File: src/rtl/quad_pos_counter.sv
module quad_pos_counter #(
  parameter int W = 16
) (
  input  logic         clk,
  input  logic         rst_n,
  input  logic         phase_a,
  input  logic         phase_b,
  input  logic         index_in,
  input  logic         wr_en,
  input  logic [W-1:0] wr_data,
  output logic [W-1:0] position,
  output logic         dir_down,
  output logic         index_irq,
  output logic         illegal_err
);

  logic [1:0] a_sync, b_sync, i_sync;
  logic       a_prev, b_prev, i_prev;

  wire a_now  = a_sync[1];
  wire b_now  = b_sync[1];
  wire a_chg  = a_now ^ a_prev;
  wire b_chg  = b_now ^ b_prev;
  wire step   = a_chg ^ b_chg;
  wire jump   = a_chg & b_chg;
  wire upward = a_chg ? (a_now ^ b_now) : ~(a_now ^ b_now);

  always_ff @(posedge clk or negedge rst_n) begin
    if (!rst_n) begin
      a_sync <= '0;
      b_sync <= '0;
      i_sync <= '0;
      a_prev <= 1'b0;
      b_prev <= 1'b0;
      i_prev <= 1'b0;
    end else begin
      a_sync <= {a_sync[0], phase_a};
      b_sync <= {b_sync[0], phase_b};
      i_sync <= {i_sync[0], index_in};
      a_prev <= a_now;
      b_prev <= b_now;
      i_prev <= i_sync[1];
    end
  end

  always_ff @(posedge clk or negedge rst_n) begin
    if (!rst_n) begin
      position    <= '0;
      dir_down    <= 1'b0;
      index_irq   <= 1'b0;
      illegal_err <= 1'b0;
    end else begin
      if (wr_en)
        position <= wr_data;
      else if (step)
        position <= upward ? position + 1'b1 : position - 1'b1;
      if (step)
        dir_down <= ~upward;
      if (jump)
        illegal_err <= 1'b1;
      index_irq <= i_sync[1] & ~i_prev;
    end
  end

endmodule

File: config.mk
export PLATFORM = sky130hd
export DESIGN_NAME = quad_pos_counter
export DESIGN_NICKNAME = d
export VERILOG_FILES = /design/src/rtl/quad_pos_counter.sv
export SDC_FILE = /design/constraint.sdc
export NUM_CORES = 1
export LEC_CHECK = 0
export BUFFER_PORTS_ARGS = -buffer_cell sky130_fd_sc_hd__buf_2
export CAP_MARGIN = 0
export CELL_PAD_IN_SITES_DETAIL_PLACEMENT = 0
export CELL_PAD_IN_SITES_GLOBAL_PLACEMENT = 2
export CORE_ASPECT_RATIO = 1.75
export CORE_MARGIN = 2
export CORE_UTILIZATION = 34
export CTS_BUF_LIST = sky130_fd_sc_hd__clkbuf_16
export DETAILED_ROUTE_END_ITERATION = 8
export PLACE_DENSITY = 0.94
export SKIP_CTS_REPAIR_TIMING = 1
export SLEW_MARGIN = 25
export SYNTH_ARGS = -nofsm -noshare
export SYNTH_HDL_FRONTEND = slang
export SYNTH_SLANG_ARGS = --single-unit
File: constraint.sdc
create_clock -name clk -period 5.6 [get_ports clk]
set_input_delay 0.28 -clock clk [delete_from_list [all_inputs] [get_ports clk]]
set_output_delay 0.28 -clock clk [all_outputs]
set_load 0.01 [all_outputs]
# After elaboration in Yosys (flattened, before gate mapping)
# Cells that the tools add are included.
# totals
romBits,0
latchBits,0
memories,0
ramBits,0
reg_bits,28
# op_classes
shift,0
magnitude_cmp,0
n_mux,4
mul,0
n_eq_ne,0
addsub,2
div,0
bitwise,9
n_reduce_logical,1
# op_table
cell,n
two-way mux 16 bit,3
"adder 16 x 1 -> 16 bit, second input constant",1
"subtractor 16 x 1 -> 16 bit, second input constant",1
XOR 1 bit,4
NOT 1 bit,3
AND 1 bit,2
nonzero test 2 bit,1
two-way mux 1 bit,1

# Depth between registers and ports, before layout
# logic_depth
depth_word,6
mapped_depth,8

# Worst setup path before layout
# OpenSTA, ideal clock, no wires.
# synth_path
path_kind,register to register
from,register b_sync[1]
to,register position[10]
slack_ps,3186
setup_ps,124
t_arrival_ps,2290
period_less_slack_ps,2414
path_stages_with_launch,9
cell_sequence,dfrtp_1 xnor2_4 xnor2_1 ha_1 nand4_1 or4_1 mux2i_1 a21boi_0 o31a_1
# synth_between
elab_chain_len,6
# synth_lines
item,line_no,source
from (decl),17,"logic [1:0] a_sync, b_sync, i_sync;"
from (signal assigned),38,"b_sync <= {b_sync[0], phase_b};"
XOR 1 bit,26,wire upward = a_chg ? (a_now ^ b_now) : ~(a_now ^ b_now);
NOT 1 bit,26,
two-way mux 1 bit,26,
two-way mux 16 bit,56,position <= upward ? position + 1'b1 : position - 1'b1;
two-way mux 16 bit,55,else if (step)
two-way mux 16 bit,53,if (wr_en)
to (signal assigned),54,position <= wr_data;
to (signal assigned),56,
to (decl),11,"output logic [W-1:0] position,"
# Parallel ways exist; a longest one is shown, timed or not. The select of a mux whose other input is x is not followed.
# A chain may end at the register's enable or synchronous reset.

# Worst setup path after layout
# Same ends and word-level chain as after synthesis.

==> flow_summary.json <==
{
  "htreeDepth": 1,
  "drtAntennaViolNets": 0,
  "arrival_ns": 2.77,
  "power_density_nw_per_um2": 318,
  "drive_gt1_share_pct": 26.3,
  "cp.buffers_inverters": 0,
  "portBuffers": 40,
  "clkLatencyLatePin_ns": 0.27,
  "worstPathMaxFanout": 10,
  "grt_pass1_wl_mm": 6.87,
  "grt_busiest_layer": "met2",
  "drt_iter0_markers": 23,
  "max-slew-margin-rel_pct": 56.9,
  "crit_required_ns": 5.76,
  "synth_top_area_share_pct": 42.3,
  "io_pins": 41,
  "synth_area_leaders": "dfrtp_1 (42%), nor4_1 (4.9%), o21ai_0 (4.8%), xnor2_1 (4.2%), xor2_1 (4.2%)",
  "yosysUniqueCellTypes": 46,
  "syn_area_sq_um": 1660,
  "clk_pin_slew_ns": 0.07,
  "setup_viol_count_final": 0,
  "ys_seq_area_share_pct": 42.3,
  "die_w_um": 56.8,
  "gp_congestion": 0.799,
  "hp-class": "primary input to async pin",
  "end_kind": "flip-flop",
  "cts_buffer_depth": 2,
  "min_period_ns": 2.61,
  "dp_hpwl_mm": 3.02,
  "cts_sinks": 28,
  "syn_nets": 195,
  "final_hold_viol_count": 0,
  "rrSetupSlack_ns": 2.99,
  "outcome": "completed",
  "cpPeakStageDelay_ns": 0.50,
  "yosys_warnings": 0,
  "ys_top_cells_by_count": "dfrtp_1 (28), nand2_1 (16), o21ai_0 (16)",
  "ir_drop_mv": 0.223,
  "synth-main-ff-cell": "dfrtp_1",
  "cpMaxStageDelayCell": "or4_1",
  "dieArea_sq_um": 5470,
  "cpLargestDelayFamily": "simple AND/OR/NAND/NOR gates",
  "drc": 0,
  "grt_pass1_vias": 1412,
  "dieHeight_um": 96.3,
  "met3_usage_pct": 1.21,
  "syn_inst": 171,
  "core_sq_um": 4710,
  "wl_per_cell_um": 15.7,
  "async_flop_share_pct": 100,
  "vias_per_cell": 5.54,
  "utilization_pct": 41.6,
  "root_buffer": "clkbuf_16",
  "dr.pass1.iters": 4,
  "synth_top_area_cell": "dfrtp_1",
  "antennaDiodeCount": 0,
  "setup_tns_ns": 0,
  "use_met2_pct": 30.9,
  "startpoint_type": "flip-flop",
  "grt_usage_pct": 15.9,
  "gr-total-overflow": 0,
  "gr-usage-met1_pct": 18.1,
  "num_vias": 1423,
  "fmax_mhz": 383,
  "critical_path_class": "flip-flop to flip-flop",
  "max-cap-violations": 0,
  "final_nets": 230,
  "cts_buffers": 3,
  "routed_wl_mm": 4.05,
  "skew_ns": 0.00563,
  "ys_seq_elements": 28,
  "synth_edf_count": 0,
  "rsz0062_at_grt": "false",
  "tightestPinTransition_ns": 0.640,
  "fill_cells": 527,
  "grt_max_degree": 29,
  "slew_violations": 0,
  "start_util_pct": 35.2,
  "yosysMostFrequentCell": "dfrtp_1",
  "path_cells": "xnor2_4, xnor2_1, ha_1, nand4_1, or4_1, mux2i_1, a21boi_0, o31a_1",
  "syn_to_final_growth_pct": 18.2,
  "timing.final.crit_share_pct": 46.6,
  "p_leak_nw": 0.816,
  "antenna_found_initial": 0,
  "num_rows": 33,
  "tritoncts": "done",
  "synth.avg_cell_area_sq_um": 9.69
}
[power by group]
group	switching, mW	internal [mW]
clock	0.0719	0.143
sequential	0.0450	0.224
combinational	0.0778	0.0618
[final timing paths]
path	endpoint	start	depth (start not counted)
min in group clk	a_sync[0]	phase_a	1
setup / recovery	position[10]	b_sync[1]	8
hold / removal	b_sync[0]	rst_n	1
hold reg to reg	i_sync[1]	i_sync[0]	0
setup reg to reg	position[10]	b_sync[1]	8
max in group asynchronous	position[12]	rst_n	1
[layout by cell type (no fill, tap or decap), drive strengths merged, types with 2 or more instances in the layout]
cell type / count
a21oi: 3
a32oi: 2
and3: 4
buf: 40
clkbuf: 3
dfrtp: 28
ha: 2
inv: 8
mux2: 4
mux2i: 2
nand2: 16
nand3: 5
nand4: 4
nor2: 6
nor3: 6
nor3b: 2
nor4: 13
o21ai: 17
or3: 2
or4: 2
xnor2: 9
xor2: 8
[routing by layer]
layer / wire length (um) / share of wire [%]
met1: 1520 / 38
met2: 2290 / 57
met3: 168 / 4.2
met4: 63 / 1.6
met5: 0 / 0
[sequential cells by signal, indices dropped and copies added, names as in the netlist]
name / count
position: 16
b_sync: 2
index_irq: 1
dir_down: 1
a_sync: 2
a_prev: 1
b_prev: 1
i_sync: 2
illegal_err: 1
i_prev: 1
[per-stage QoR]
step                      total power [mW]  hold slack [ns]  setup slack (ns)  std cells  area (sq um)
after detailed placement             0.413            0.346              3.01        253          1850
after floorplan                      0.366          -0.0156              3.19        171          1660
final                                0.623           0.0301              2.99        257          1960
after CTS                            0.630           0.0598              3.00        257          1950
after global placement               0.413            0.335              3.06        253          1850
after global routing                 0.654           0.0847              2.74        257          1960
[cell type report]
class / count / area, sq um / area share, %
inverters: 8 / 30.0 / 1.53
clock inverters: 1 / 30.0 / 1.53
flip-flops and latches: 28 / 701 / 35.8
well taps: 52 / 65.1 / 3.32
clock buffers: 3 / 75.1 / 3.83
repair buffers: 40 / 200 / 10.2
multi-input cells: 125 / 857 / 43.8
[logic make-up (layout without fill, tap and decap cells)]
family                   count (synthesis)  after routing  share of synthesized area, %
AND/OR/NAND/NOR                         70             70                          24.7
AO/OA/AOI/OAI                           30             30                          11.0
flip-flops                              28             28                          42.3
buffers and inverters                   18             52                          6.42
XOR/XNOR                                17             17                          10.1
multiplexers                             6              6                          3.93
adder cells (fa/ha/maj)                  2              2                          1.51
Power figures use the tool's default switching activity.
